==> src/rtl/bf_pkg.sv <==
package bf_pkg;
    typedef enum logic [3:0] {
        ST_IDLE,
        ST_CLK_LOW,
        ST_CLK_HIGH,
        ST_START,
        ST_STOP_LOW,
        ST_STOP_HIGH,
        ST_STOP_REL,
        ST_DONE,
        ST_FAIL
    } bf_state_t;
endpackage

==> src/rtl/bf_phase_timer.sv <==
module bf_phase_timer #(
    parameter int W = 10
) (
    input  logic         clk,
    input  logic         rst_n,
    input  logic         restart,
    input  logic [W-1:0] limit,
    output logic         expire
);
    logic [W-1:0] cnt;

    always_ff @(posedge clk or negedge rst_n) begin
        if (!rst_n)
            cnt <= '0;
        else if (restart)
            cnt <= '0;
        else if (cnt != limit)
            cnt <= cnt + 1'b1;
    end

    assign expire = (cnt == limit);

    // a restarted phase begins counting from zero
    a_r2_restart_zero: assert property (@(posedge clk) disable iff (!rst_n)
        restart |=> (cnt == '0));
endmodule

==> src/rtl/bf_pulse_cnt.sv <==
module bf_pulse_cnt #(
    parameter int MAX_PULSES = 9
) (
    input  logic clk,
    input  logic rst_n,
    input  logic clear,
    input  logic inc,
    output logic last
);
    localparam int CW = $clog2(MAX_PULSES + 1);
    logic [CW-1:0] count;

    always_ff @(posedge clk or negedge rst_n) begin
        if (!rst_n)
            count <= '0;
        else if (clear)
            count <= '0;
        else if (inc)
            count <= count + 1'b1;
    end

    assign last = (count == CW'(MAX_PULSES - 1));

    // completed pulses never reach the limit
    a_r7_pulse_bound: assert property (@(posedge clk) disable iff (!rst_n)
        count <= CW'(MAX_PULSES - 1));
endmodule

==> src/rtl/bf_ctrl.sv <==
module bf_ctrl
    import bf_pkg::*;
(
    input  logic clk,
    input  logic rst_n,
    input  logic req,
    input  logic sda_in,
    input  logic expire,
    input  logic last_pulse,
    output logic restart,
    output logic pulse_clr,
    output logic pulse_inc,
    output logic accept,
    output logic scl_oe,
    output logic sda_oe,
    output logic busy,
    output logic done,
    output logic fail
);
    bf_state_t state, state_nx;

    always_ff @(posedge clk or negedge rst_n) begin
        if (!rst_n)
            state <= ST_IDLE;
        else
            state <= state_nx;
    end

    always_comb begin
        state_nx  = state;
        restart   = 1'b0;
        pulse_inc = 1'b0;
        unique case (state)
            ST_IDLE: if (req) begin
                state_nx = ST_CLK_LOW;
                restart  = 1'b1;
            end
            ST_CLK_LOW: if (expire) begin
                state_nx = ST_CLK_HIGH;
                restart  = 1'b1;
            end
            ST_CLK_HIGH: if (expire) begin
                restart = 1'b1;
                if (sda_in)
                    state_nx = ST_START;
                else if (last_pulse)
                    state_nx = ST_FAIL;
                else begin
                    state_nx  = ST_CLK_LOW;
                    pulse_inc = 1'b1;
                end
            end
            ST_START: if (expire) begin
                state_nx = ST_STOP_LOW;
                restart  = 1'b1;
            end
            ST_STOP_LOW: if (expire) begin
                state_nx = ST_STOP_HIGH;
                restart  = 1'b1;
            end
            ST_STOP_HIGH: if (expire) begin
                state_nx = ST_STOP_REL;
                restart  = 1'b1;
            end
            ST_STOP_REL: if (expire) begin
                state_nx = ST_DONE;
                restart  = 1'b1;
            end
            ST_DONE: state_nx = ST_IDLE;
            ST_FAIL: state_nx = ST_IDLE;
            default: state_nx = ST_IDLE;
        endcase
    end

    assign accept    = (state == ST_IDLE) && req;
    assign pulse_clr = accept;

    always_comb begin
        scl_oe = 1'b0;
        sda_oe = 1'b0;
        busy   = 1'b1;
        done   = 1'b0;
        fail   = 1'b0;
        unique case (state)
            ST_IDLE:      busy = 1'b0;
            ST_CLK_LOW:   scl_oe = 1'b1;
            ST_CLK_HIGH:  ;
            ST_START:     sda_oe = 1'b1;
            ST_STOP_LOW:  begin scl_oe = 1'b1; sda_oe = 1'b1; end
            ST_STOP_HIGH: sda_oe = 1'b1;
            ST_STOP_REL:  ;
            ST_DONE:      done = 1'b1;
            ST_FAIL:      fail = 1'b1;
            default:      busy = 1'b0;
        endcase
    end

    // completion pulses last one cycle and are followed by idle
    a_r6_done_single: assert property (@(posedge clk) disable iff (!rst_n)
        (done || fail) |=> !busy);
    // never both outcomes at once
    a_r7_outcome_excl: assert property (@(posedge clk) disable iff (!rst_n)
        $onehot0({done, fail}));
endmodule

==> src/rtl/busfree_seq.sv <==
module busfree_seq #(
    parameter int DIV_W      = 10,
    parameter int MAX_PULSES = 9
) (
    input  logic             clk,
    input  logic             rst_n,
    input  logic             req,
    input  logic [DIV_W-1:0] div,
    input  logic             sda_in,
    output logic             scl_oe,
    output logic             sda_oe,
    output logic             busy,
    output logic             done,
    output logic             fail
);
    logic [DIV_W-1:0] div_q;
    logic restart, pulse_clr, pulse_inc, accept, expire, last_pulse;

    always_ff @(posedge clk or negedge rst_n) begin
        if (!rst_n)
            div_q <= '0;
        else if (accept)
            div_q <= div;
    end

    bf_phase_timer #(.W(DIV_W)) u_timer (
        .clk(clk), .rst_n(rst_n), .restart(restart),
        .limit(div_q), .expire(expire)
    );

    bf_pulse_cnt #(.MAX_PULSES(MAX_PULSES)) u_pulses (
        .clk(clk), .rst_n(rst_n), .clear(pulse_clr),
        .inc(pulse_inc), .last(last_pulse)
    );

    bf_ctrl u_ctrl (
        .clk(clk), .rst_n(rst_n), .req(req), .sda_in(sda_in),
        .expire(expire), .last_pulse(last_pulse), .restart(restart),
        .pulse_clr(pulse_clr), .pulse_inc(pulse_inc), .accept(accept),
        .scl_oe(scl_oe), .sda_oe(sda_oe), .busy(busy),
        .done(done), .fail(fail)
    );

    // the data line is pulled low only while the clock is released
    a_r4_start_scl_high: assert property (@(posedge clk) disable iff (!rst_n)
        $rose(sda_oe) |-> !scl_oe);
    // the data line is released only while the clock is released
    a_r5_stop_scl_high: assert property (@(posedge clk) disable iff (!rst_n)
        $fell(sda_oe) |-> !scl_oe);
    // the captured divider holds for the whole sequence
    a_r8_div_hold: assert property (@(posedge clk) disable iff (!rst_n)
        (busy && $past(busy)) |-> $stable(div_q));
endmodule

==> config.mk <==
export PLATFORM = sky130hd
export DESIGN_NAME = busfree_seq
export DESIGN_NICKNAME = d
export VERILOG_FILES = /design/src/rtl/bf_pkg.sv /design/src/rtl/bf_phase_timer.sv /design/src/rtl/bf_pulse_cnt.sv /design/src/rtl/bf_ctrl.sv /design/src/rtl/busfree_seq.sv
export SDC_FILE = /design/constraint.sdc
export NUM_CORES = 1
export LEC_CHECK = 0
export BUFFER_PORTS_ARGS = -buffer_cell sky130_fd_sc_hd__buf_4
export CORE_MARGIN = 3
export CORE_UTILIZATION = 61
export DETAILED_ROUTE_END_ITERATION = 16
export PLACE_DENSITY_LB_ADDON = 0.08
export SLEW_MARGIN = 20
export SYNTH_ARGS = -nofsm -noshare
export SYNTH_HDL_FRONTEND = slang
export SYNTH_HIERARCHICAL = 1
export SYNTH_SLANG_ARGS = --single-unit
export TNS_END_PERCENT = 30
==> constraint.sdc <==
create_clock -name clk -period 4.95 [get_ports clk]
set_clock_uncertainty 0.15 [all_clocks]
set_input_delay 0.7425 -clock clk [delete_from_list [all_inputs] [get_ports clk]]
set_output_delay 0.7425 -clock clk [all_outputs]
set_load 0.03 [all_outputs]
# Word-level counts from Yosys, hierarchy flattened
# Index checks and enable logic that the tools add are counted.
[totals] inputBits=14 register_bits=28 output_inout_bits=5
[op_classes] addsub=2 eq_ne=18 n_reduce_logical=9 mux=26
[op_table] cell="$mux 4" count=11
[op_table] cell="$pmux 4 s7" count=1
[op_table] cell="$mux 10" count=2
[op_table] cell="$eq 4x3->1 const B" count=4
[op_table] cell="$ne 2x2->1 const B" count=7
[op_table] cell="$mux 1" count=11
[op_table] cell="$add 10x1->10 const B" count=1
[op_table] cell="$eq 10x10->1" count=1
[op_table] cell="$ne 10x10->1" count=1
[op_table] cell="$eq 4x2->1 const B" count=2
[op_table] cell="$eq 4x4->1 const B" count=2
[op_table] cell="$reduce_or 8->1" count=1
[op_table] cell="$reduce_and 7->1" count=1
[op_table] cell="$reduce_or 6->1" count=1
[op_table] cell="$add 4x1->4 const B" count=1
[op_table] cell="$eq 4x1->1 const B" count=1
[op_table] cell="$logic_not 4->1" count=1
[op_table] cell="$reduce_bool 2->1" count=2
[op_table] cell="$reduce_or 3->1" count=1
[op_table] cell="$pmux 1 s2" count=1
[op_table] cell="$reduce_or 2->1" count=1
[op_table] cell="$logic_and 1x1->1" count=1

# Logic depth before layout (Yosys ltp)
# Gate-level depths: netlist (run 1).
[depth] depth_word=7 ltp_mapped=8 ltp_nobuf=7

# Hierarchy
# The synthesis (run 1) kept the hierarchy.
[modules_own_cells] mod="bf_phase_timer" n_inst=1 area_per_inst_um2=634.4 cells_per_inst=66
[modules_own_cells] mod="busfree_seq" n_inst=1 area_per_inst_um2=411.6 cells_per_inst=21
[modules_own_cells] mod="bf_ctrl" n_inst=1 area_per_inst_um2=346.6 cells_per_inst=44
[modules_own_cells] mod="bf_pulse_cnt" n_inst=1 area_per_inst_um2=220.2 cells_per_inst=21

# Worst setup path after synthesis (run 1)
# OpenSTA, ideal clock, no wires.
[synth_timing] kind="register to register" start="reg u_timer.cnt[4]" end="reg u_pulses.count[3]" period_less_slack_ns=2.582 path_stages_with_launch=8 arrival_ns=2.307 required_time_ns=4.675 n_path_buf=1 setup_time_ns=0.125 path_slack_ns=2.368 path_cell_list="dfrtp_1 xor2_1 nor4_2 and3_4 buf_6 nor3b_1 nand4_1 mux2_4"
[synth_between] elab_chain_cells=4
[synth_rtl] item="start: declaration" line="bf_phase_timer.sv:10" rtl="logic [W-1:0] cnt;"
[synth_rtl] item="start signal: assignment" line="bf_phase_timer.sv:18" rtl="cnt <= cnt + 1'b1;"
[synth_rtl] item="$eq 10x10->1" line="bf_phase_timer.sv:21" rtl="assign expire = (cnt == limit);"
[synth_rtl] item="via expire" line="busfree_seq.sv:17" rtl="logic restart, pulse_clr, pulse_inc, accept, expire, last_pulse;"
[synth_rtl] item="$mux 1" line="bf_ctrl.sv:42" rtl="ST_CLK_HIGH: if (expire) begin"
[synth_rtl] item="$mux 1" line="bf_ctrl.sv:33" rtl="unique case (state)"
[synth_rtl] item="via pulse_inc" line="busfree_seq.sv:17"
[synth_rtl] item="$reduce_bool 2->1 (no source line)"
[synth_rtl] item="end signal: assignment" line="bf_pulse_cnt.sv:19" rtl="count <= count + 1'b1;"
[synth_rtl] item="end: declaration" line="bf_pulse_cnt.sv:11" rtl="logic [CW-1:0] count;"
# The timed path passes the listed nets, and every way through them passes these cells.
# A chain may end at the register's enable or synchronous reset.

# Worst setup path after layout (run 1)
[layout_timing] start="reg u_timer.cnt[3]" end="reg u_pulses.count[3]"
# Same word-level chain as after synthesis.

==> impl_results.md, run 1 <==
* Status: complete, no violations
* Initial antenna violation count at 0
* Post-DRT Antenna Nets at 0
* Layout net count at 185
* Library cells used by synthesis at 41
* Peak Freq at approximately 340 MHz
* CTS tree: built
* DR WL met3 at roughly 81 µm
* Core area at ~2500 µm²
* Least-Margin Pin Slew at 0.835 ns
* CP Buf/Inv Count at 0
* CTS clk-pin slew, worst paths at 0.15 ns
* Largest net degree at the start of global routing at 29
* Syn_nets at 169
* Switching power at 0.362 mW
* Syn_area_per_cell at 10.6 µm²
* DP Worst Slack at between 2 and 2.5 ns
* Synthesized cell area at 1610 µm²
* Total global routing track utilization at between 20 and 25%
* Overall power at 0.951 mW
* Grt ovf at 0
* Power Dens Cells at between 500 and 600 nW/µm²
* Reg power frac at 41.6%
* Layout area overhead at 11.2%
* Initial Utilization at approximately 65%
* Post-CTS Hold Buffers at 0
* Fraction of layout cells with a size suffix above 1 at 25.7%
* Post-CTS sizing at 0
* IO Pins at 19
* Clk Latency, worst-skew pair at 0.33 ns
* First-pass GRT wire length at 5.33 mm
* Layout Cells excl Fill at around 200
* Internal Power at 0.588 mW
* TritonRoute pass-1 iters at 4
* Yosys Warn Count at 6
* Final setup viols at 0
* Sequential share of the synthesized area at approximately 43%
* DRT Wirelength at 3.13 mm
* Most frequent cells in the layout: dfrtp_1 (28), buf_4 (18), nor2_1 (14)
* Die footprint at 3300 µm²
* Number of synthesized register bits at 28
* Initial DRC count at 28
* Top delay family on crit path: simple AND/OR/NAND/NOR gates
* TritonCTS buffer count at 3
* Leak at a little over 0.8 nW
* Vias in the first global route at 1157
* Combinational fraction of design power at a little over two fifths
* Most common cell after layout, fill and taps aside: dfrtp_1
* Slew Limit Fails at 0
* Crit path launch type: flop
* WL met1 at approximately 1.4 mm
* Crit. End Element: flop
* Final worst hold slack at 0.144 ns
* Rel. slew slack at 44.4%
* WL met2 at about 1.6 mm
* CP Data Required Time at 5.03 ns
* Row count at 18
* Top Layer Used: met4
* WP data arrival at between 2 and 3 ns
* Global placer's final weighted congestion at 0.762
* Die width at 57.4 µm
* Fin Setup TNS at 0 ns
* Switching Share at 38.1%
* Synth top area share at 43.4%
* Root buffer cell: clkbuf_4
* Critical path class: reg -> reg
* Hold Path Class: in -> async
* Via Count at 1159
* Top post-synthesis cells by area: dfrtp_1 (43%), mux2_4 (10%), xor2_1 (6.0%)
* Area leader, netlist: dfrtp_1
* Max VDD drop at 0.434 mV
* Min Tclk post-route at 2.90 ns
* WL per Instance at approximately 16 µm
* Worst-path cell chain: xor2_1 -> nor4_2 -> and3_4 -> nor3b_1 -> nand4_1 -> mux2_4
* Clock Path Buffers at 2
* RSZ-0062 raised after global routing: no
* Cells after Synth at 152
* Clock Power Share at 15.7%
* I/O Buffers at 18
* Crit Path Max Fanout at 20
* Crit-path slowest cell: nor3b_1
* Final setup margin at 2.05 ns
* Clk sinks at 28
* Postcts setup bufs at 0
* Final hold vios at 0
* Chip Height at 57.4 µm
* H-tree depth at 1
* DRC Markers at 0
* Max-cap violation count at 0
* Routed vias/inst at 5.88
* Dpl cells at 192
* Crit-path max cell delay at 0.61 ns
* Tcrit/Tclk final at between 50 and 60%
* Diode count at 0
* Hpwl dp at between 2 and 2.5 mm
-- worst register-to-register path: cells and delay by family (launching register included) --
| family | cells | cell delay, ns |
|---|---|---|
| XOR/XNOR | 1 | 0.21 |
| flip-flops | 1 | 0.48 |
| AND/OR/NAND/NOR | 4 | 1.64 |
| multiplexers | 1 | 0.33 |
-- per-stage QoR --
step | util [%] | cell area [µm²]
6_report | 71.8 | 1790
5_1_grt | 71.8 | 1790
4_1_cts | 71.6 | 1790
3_5_place_dp | 69.5 | 1740
3_3_place_gp | 69.5 | 1740
2_1_floorplan | - | 1610
-- per-layer routing --
metal | up-vias | track usage, %
li1 | 565 | -
met1 | 575 | 27.5
met2 | 17 | 34.5
met3 | 2 | 2.71
met5 | - | 0
met4 | 0 | 6.29
-- area by class of cell --
cell class | count | area (µm²)
Sequential cell | 28 | 701
Fill cell | 185 | 706
Clock inverter | 1 | 30.0
Timing Repair Buffer | 19 | 140
Clock buffer | 3 | 22.5
Tap cell | 30 | 37.5
Inverter | 6 | 22.5
Multi-Input combinational cell | 110 | 841
-- Yosys cell counts (all sizes together) --
cell,instances
or4,3
mux2,12
nor4bb,1
nand2,10
nand3,4
a21oi,8
nor2,14
nand4,1
a221o,1
o31ai,3
a221oi,1
and4,1
a211oi,1
a31o,1
a21bo,1
or3,2
inv,6
and2,2
mux2i,2
xor2,11
o21ai,4
ha,3
buf,4
o22ai,1
xnor2,6
nor3,2
or4b,1
nor4,2
nand4b,1
dfrtp,28
nor2b,1
clkbuf,4
nor3b,2
a31oi,3
nand3b,2
and3,3
-- final timing paths --
kind	start	to	slack, ns	cells after the start
setup / recovery	u_timer/cnt[3]	u_pulses/count[3]	2.05	6
hold / removal	rst_n	u_timer/cnt[7]	0.14	1
setup reg to reg	u_timer/cnt[3]	u_pulses/count[3]	2.05	6
max in group asynchronous	rst_n	div_q[3]	4.24	1
min in group clk	div_q[5]	div_q[5]	0.40	1
hold reg to reg	div_q[5]	div_q[5]	0.40	1
-- logic make-up after synthesis --
logic type	count (synthesis)	share of synthesized area, %
compound gates	24	9.70
xor+xnor	17	9.23
fa+ha+maj	3	2.33
buf+inv	14	4.42
flops	28	43.4
mux	14	12.2
simple gates	52	18.7
-- power by group through the flow --
stage          registers (mW)  clock network, mW  logic [mW]
2_1_floorplan           0.354                  0       0.350
3_3_place_gp            0.394                  0       0.382
3_5_place_dp            0.398                  0       0.401
4_1_cts                 0.394              0.154       0.405
5_1_grt                 0.407              0.160       0.440
6_report                0.395              0.150       0.406
-- sequential cells by signal, summed over array words and instances, names as in the netlist --
register and count:
u_pulses/count 4, div_q 10, u_ctrl/state 4, u_timer/cnt 10
(Power assumes the default switching activity.)
==> run 2: changes to the inputs <==
ABC_AREA = 1   (was not set)
CORE_UTILIZATION = 58   (was 61)
clock period = 2.8 ns   (was 4.95 ns; I/O delays follow)
==> impl_results.md, run 2 <==
* Top Layer Used: met4
* Initial antenna violation count at 0 (unchanged)
* Final setup viols at 0 (unchanged)
* Crit path launch type: flop
* Fraction of layout cells with a size suffix above 1 at 17.3% (-8.5 points)
* Row count at 19 (+1)
* Sequential share of the synthesized area at 39.2% (-4.3 points)
* Hpwl dp at 2.61 mm (+19%)
* Final hold vios at 0 (unchanged)
* Yosys Warn Count at 6 (unchanged)
* Fin Setup TNS at 0 ns (unchanged)
* Core area at 2850 µm² (+14%)
* Syn_nets at 268 (+59%)
* Synthesized cell area at 1790 µm² (+11%)
* Diode count at 0 (unchanged)
* Clk sinks at 28 (unchanged)
* Overall power at 1.75 mW (+84%)
* Syn_area_per_cell at 7.12 µm² (-33%)
* Ys async rst share at 100% (unchanged)
* TritonRoute pass-1 iters at 5 (+1)
* Number of synthesized register bits at 28 (unchanged)
* I/O Buffers at 18 (unchanged)
* Layout area overhead at 11.3% (about the same)
* DRC Markers at 0 (unchanged)
* Die footprint at 3780 µm² (+15%)
* Layout net count at 290 (+57%)
* Largest family of logic cells by synthesized area: simple AND/OR/NAND/NOR gates
* DR WL met3 at 148 µm (+83%)
* CTS tree: built
* Tcrit/Tclk final at 85.4% (+27 points)
* Library cells used by synthesis at 26 (-37%)
* Peak Freq at 418 MHz (+21%)
* Multiplexer share of the synthesized area at 0% (-12 points)
* Most frequent cell after synthesis: nand2_1
* Largest net degree at the start of global routing at 29 (unchanged)
* First-pass GRT wire length at 5.58 mm (+4.7%)
* Min Tclk post-route at 2.39 ns (-0.511 ns)
* R2R Setup Slk at 0.41 ns (-1.64 ns)
* WP data arrival at 2.48 ns (-0.50 ns)
* Worst-path cell chain: xnor2_1 -> nand3_1 -> nor2_2 -> nand2_2 -> inv_2 -> inv_1 -> o22ai_1 -> clkinv_1 -> buf_4 -> nand4_1 -> nand2_1
* Post-synth EDFFs at 0 (unchanged)
* Initial Utilization at 62.7% (-1.8 points)
* Total global routing track utilization at 20.1% (-0.38 points)
* Placed instance area at 1940 µm² (+12%)
* Chip Height at 61.5 µm (+7.1%)
* WL per Instance at 11.6 µm (-27%)
* Rel. slew slack at 77.1% (+33 points)
* CP Data Required Time at 2.90 ns (-2.13 ns)
* IO Pins at 19 (unchanged)
* Max-cap violation count at 0 (unchanged)
* Vias in the first global route at 1295 (+12%)
* Final instance area at 1990 µm² (+11%)
* H-tree depth at 1 (unchanged)
* Most common cell after layout, fill and taps aside: nand2_1
* Power Dens Cells at 880 nW/µm² (+66%)
* Hold Path Class: in -> reg
* Post-synthesis xor/xnor area fraction at 3.92% (-5.3 points)
* Top post-synthesis cells by count: nand2_1 (87), dfrtp_1 (28), inv_1 (27), nor2_1 (23), nand3_1 (20)
* Post-DRT Antenna Nets at 0 (unchanged)
* Critical path class: reg -> reg
* Synth Area in Simple Gates at 40.5% (+22 points)
* Area leader, netlist: dfrtp_1
* WL met1 at 1.82 mm (+31%)
* TritonCTS buffer count at 3 (unchanged)
* Least-Margin Pin Slew at 0.343 ns (-0.492 ns)
* Die width at 61.5 µm (+7.1%)
* Top post-synthesis cells by area: dfrtp_1 (39%), nand2_1 (18%), inv_1 (5.7%)
* Leak at 1.09 nW (+35%)
* Slew Limit Fails at 0 (unchanged)
* Clk Latency, worst-skew pair at 0.33 ns (about the same)
* WL met2 at 1.47 mm (-10%)
* Via Count at 1574 (+36%)
* Grt ovf at 0 (unchanged)
* Most frequent cells in the layout: nand2_1 (87), dfrtp_1 (28), inv_1 (27)
* Top FF cell, synth: dfrtp_1
* Initial DRC count at 110 (+290%)
* Crit-path slowest cell: dfrtp_1
* Crit-path max cell delay at 0.50 ns (-0.11 ns)
* Clock Path Buffers at 2 (unchanged)
* Compound-gate portion of the synthesized area at 4.06% (-5.6 points)
* Synth top area share at 39.2% (-4.3 points)
* Synth Area in Adders at 2.10% (-0.23 points)
* Routed vias/inst at 5.19 (-12%)
* DRT Wirelength at 3.50 mm (+12%)
* Root buffer cell: clkbuf_4
* Global placer's final weighted congestion at 0.867 (+14%)
* Regs by FF count: div_q (10), u_timer/cnt (10)
* Crit. End Element: flop
* Cells after Synth at 251 (+65%)
* Status: complete, no violations
* RSZ-0062 raised after global routing: no
* Max VDD drop at 0.538 mV (+24%)
* Crit Path Max Fanout at 11 (-45%)
* CTS clk-pin slew, worst paths at 0.15 ns (about the same)
## run 2: repair_timing
action                    CTS  global route
buffers inserted            0             0
resized for setup           0             0
hold endpoints to repair   28             0
hold buffers                1             0
## run 2: cell type report
| cell class | count | area, µm² |
|---|---|---|
| multi-input combinational | 183 | 905 |
| fill | 256 | 862 |
| sequential | 28 | 701 |
| timing repair buffer | 25 | 190 |
| inverter | 32 | 120 |
| tap | 31 | 38.8 |
| clock buffer | 4 | 36.3 |
## run 2: report_power, final
group	internal, mW	switching, mW
registers	0.528	0.133
logic	0.331	0.558
clock network	0.0798	0.123
## run 2: layer usage
layer | up-vias | global-route usage (%)
met5 | - | 0
met4 | 0 | 9.09
met2 | 40 | 29.0
met1 | 699 | 29.7
met3 | 4 | 3.14
li1 | 831 | -
## run 2: cell families after synthesis
logic type	Yosys count
DFF	28
xor gates and xnor gates	8
and+or+nand+nor	159
buffers and inverters	40
adders and majority gates	3
AOI/OAI and AO/OA	13
## run 2: path summary, 6_finish.rpt
path | start | end | cells past startpoint
worst max register to register | u_timer/cnt[5] | u_timer/cnt[9] | 11
worst max-delay path | u_timer/cnt[5] | u_timer/cnt[9] | 11
worst min-delay path | div[8] | div_q[8] | 3
max in group asynchronous | rst_n | div_q[3] | 2
min in group asynchronous | rst_n | u_ctrl/state[1] | 2
worst min register to register | div_q[4] | div_q[4] | 2
## run 2: critical path, delay by kind of cell, from the launching register on
family                    cells  cell delay, ns
buffers and inverters         4            0.75
DFF                           1            0.50
and+or+nand+nor               5            0.46
AOI/OAI and AO/OA             1            0.24
xor gates and xnor gates      1            0.19
## run 2: through the flow
step | cells | setup slack (ns) | util, % | hold WS, ns
2_1_floorplan | 251 | 0.443 | - | -0.0256
3_3_place_gp | 298 | 0.508 | 68.2 | 0.211
3_5_place_dp | 298 | 0.424 | 68.2 | 0.210
4_1_cts | 303 | 0.403 | 69.8 | 0.110
5_1_grt | 303 | 0.187 | 69.8 | 0.0962
6_report | 303 | 0.410 | 69.8 | 0.116
==> run 3: changes to the inputs <==
CORE_UTILIZATION = 45   (was 58)
MAX_ROUTING_LAYER = met4   (was not set)
==> impl_results.md, run 3 (synthesis gave the netlist of run 2 again) <==
* Rel. slew slack at 75.3% (-1.8 points)
* Overall power at 1.87 mW (+6.8%)
* Die footprint at 4770 µm² (+26%)
* Top delay family on crit path: buffers and inverters
* Crit-path slowest cell: dfrtp_1
* Fraction of layout cells with a size suffix above 1 at 17.3% (unchanged)
* Clk Latency, worst-skew pair at 0.28 ns (-0.05 ns)
* Fin Setup TNS at 0 ns (unchanged)
* CTS tree: built
* Top Layer Used: met4
* Hpwl dp at 2.64 mm (+1.1%)
* Core area at 3740 µm² (+31%)
* Status: complete, no violations
* I/O Buffers at 18 (unchanged)
* Critical R2R Capture: u_timer/cnt[4]
* Post-DRT Antenna Nets at 0 (unchanged)
* Total global routing track utilization at 16.5% (-3.6 points)
* Worst-path cell chain: xnor2_1 -> nand3_1 -> nor2_2 -> nand2_2 -> inv_2 -> inv_1 -> o22ai_1 -> clkinv_1 -> buf_4 -> nand4_1 -> nand2_1
* TritonRoute pass-1 iters at 4 (-1)
* Final hold vios at 0 (unchanged)
* Clock Path Buffers at 2 (unchanged)
* Layout area overhead at 14.5%
* Diode count at 0 (unchanged)
* Clk sinks at 28 (unchanged)
* Crit Path Max Fanout at 10 (-1)
* Initial antenna violation count at 0 (unchanged)
* TritonCTS buffer count at 3 (unchanged)
* Leak at 1.10 nW (+1.4%)
* Chip Height at 69.0 µm (+12%)
* CTS clk-pin slew, worst paths at 0.10 ns (-0.05 ns)
* Crit. End Element: flop
* Via Count at 1575 (+0.064%)
* First-pass GRT wire length at 6.38 mm (+14%)
* Max VDD drop at 0.423 mV (-21%)
* Grt ovf at 0 (unchanged)
* R2R Setup Slk at 0.49 ns (+0.08 ns)
* WL met2 at 1.51 mm (+2.6%)
* Tcrit/Tclk final at 82.7% (-2.7 points)
* Most frequent cells in the layout: nand2_1 (87), dfrtp_1 (28), inv_1 (27)
* Global placer's final weighted congestion at 0.787 (-9.3%)
* DR WL met3 at 151 µm (+2.0%)
* Crit path depth at 11 (unchanged)
* Die width at 69.0 µm (+12%)
* WL met1 at 1.82 mm (+0.22%)
* Max-cap violation count at 0 (unchanged)
* CP Buf/Inv Count at 4 (unchanged)
* Post-layout util at 54.7% (-15 points)
* Peak Freq at 432 MHz (+3.2%)
* FF-to-FF Start: u_timer/cnt[5]
* Crit-path max cell delay at 0.49 ns (about the same)
* IO Pins at 19 (unchanged)
* Most common cell after layout, fill and taps aside: nand2_1
* Vias in the first global route at 1394 (+7.6%)
* Layout net count at 290 (unchanged)
* Crit path launch type: flop
* Largest net degree at the start of global routing at 29 (unchanged)
* Row count at 22 (+3)
* Critical path class: reg -> reg
* Min Tclk post-route at 2.31 ns (-0.0752 ns)
* Least-Margin Pin Slew at 0.371 ns (+0.0277 ns)
* Regs by FF count: div_q (10), u_timer/cnt (10)
* Final setup viols at 0 (unchanged)
* H-tree depth at 1 (unchanged)
* CP Data Required Time at 2.83 ns (-0.07 ns)
* Final worst hold slack at 0.176 ns (+0.0597 ns)
* CP Launch Point: u_timer/cnt[5]
* WP data arrival at 2.34 ns (-0.14 ns)
* RSZ-0062 raised after global routing: no
* Slew Limit Fails at 0 (unchanged)
* Initial DRC count at 106 (-3.6%)
* Hold Path Class: in -> reg
* Critical Path End: u_timer/cnt[4]
* DRC Markers at 0 (unchanged)
* Root buffer cell: clkbuf_8
* WL per Instance at 11.1 µm (-4.3%)
* DRT Wirelength at 3.54 mm (+1.1%)
* Power Dens Cells at 915 nW/µm² (+3.9%)
* Initial Utilization at 47.8% (-15 points)
* R2r worst-path depth at 11 (unchanged)
* Routed vias/inst at 4.92 (-5.3%)
## run 3: cell count changes in the layout (fill, tap and decap cells not counted), sizes merged
cell    previous run  this run
bufinv             0         1
clkbuf             4         3
## run 3: tightest hold or removal path, delay by kind of cell
family | cells | cell delay, ns
simple gates | 2 | 0.09
buf+inv | 1 | 0.07
## run 3: cell type report
class,instances,area [µm²]
sequential,28,701
timing repair buffer,25,190
clock inverter,1,30.0
tap,48,60.1
inverter,32,120
fill,408,1700
clock buffer,3,41.3
multi-input combinational,183,905
## run 3: metrics by stage
stage          setup slack [ns]  area [µm²]  instances
3_5_place_dp              0.467        1970        315
3_3_place_gp              0.505        1970        315
5_1_grt                   0.224        2050        320
4_1_cts                   0.443        2050        320
2_1_floorplan             0.443        1790        251
6_report                  0.485        2050        320
## run 3: metal layers
layer	track usage (%)	vias up
met5	-	-
met4	5.21	0
met3	3.06	5
met2	22.6	28
met1	24.6	708
li1	-	834
## run 3: timing repair
action	CTS	global route
hold buffers	1	0
gates resized for setup	0	0
setup endpoints to repair	0	0
endpoints found under the hold margin	28	0
buffers inserted	0	0
## run 3: report_power, final
group | internal (mW) | leakage, nW | total [mW] | switching [mW]
Combinational | 0.330 | 0.702 | 0.883 | 0.553
Sequential | 0.529 | 0.365 | 0.661 | 0.132
Clock | 0.192 | 0.0357 | 0.328 | 0.136
Total | 1.05 | 1.10 | 1.87 | 0.821
## run 3: how the worst min path moves through the flow
stage | from | endpoint | slack, ns | cells after the start
5_1_grt | div[5] | div_q[5] | 0.17 | 3
3_3_place_gp | rst_n | u_ctrl/state[2] | 0.22 | 1
4_1_cts | div[8] | div_q[8] | 0.17 | 3
3_5_place_dp | rst_n | u_ctrl/state[3] | 0.22 | 1
2_1_floorplan | rst_n | div_q[0] | -0.03 | 0
6_report | div[8] | div_q[8] | 0.18 | 3
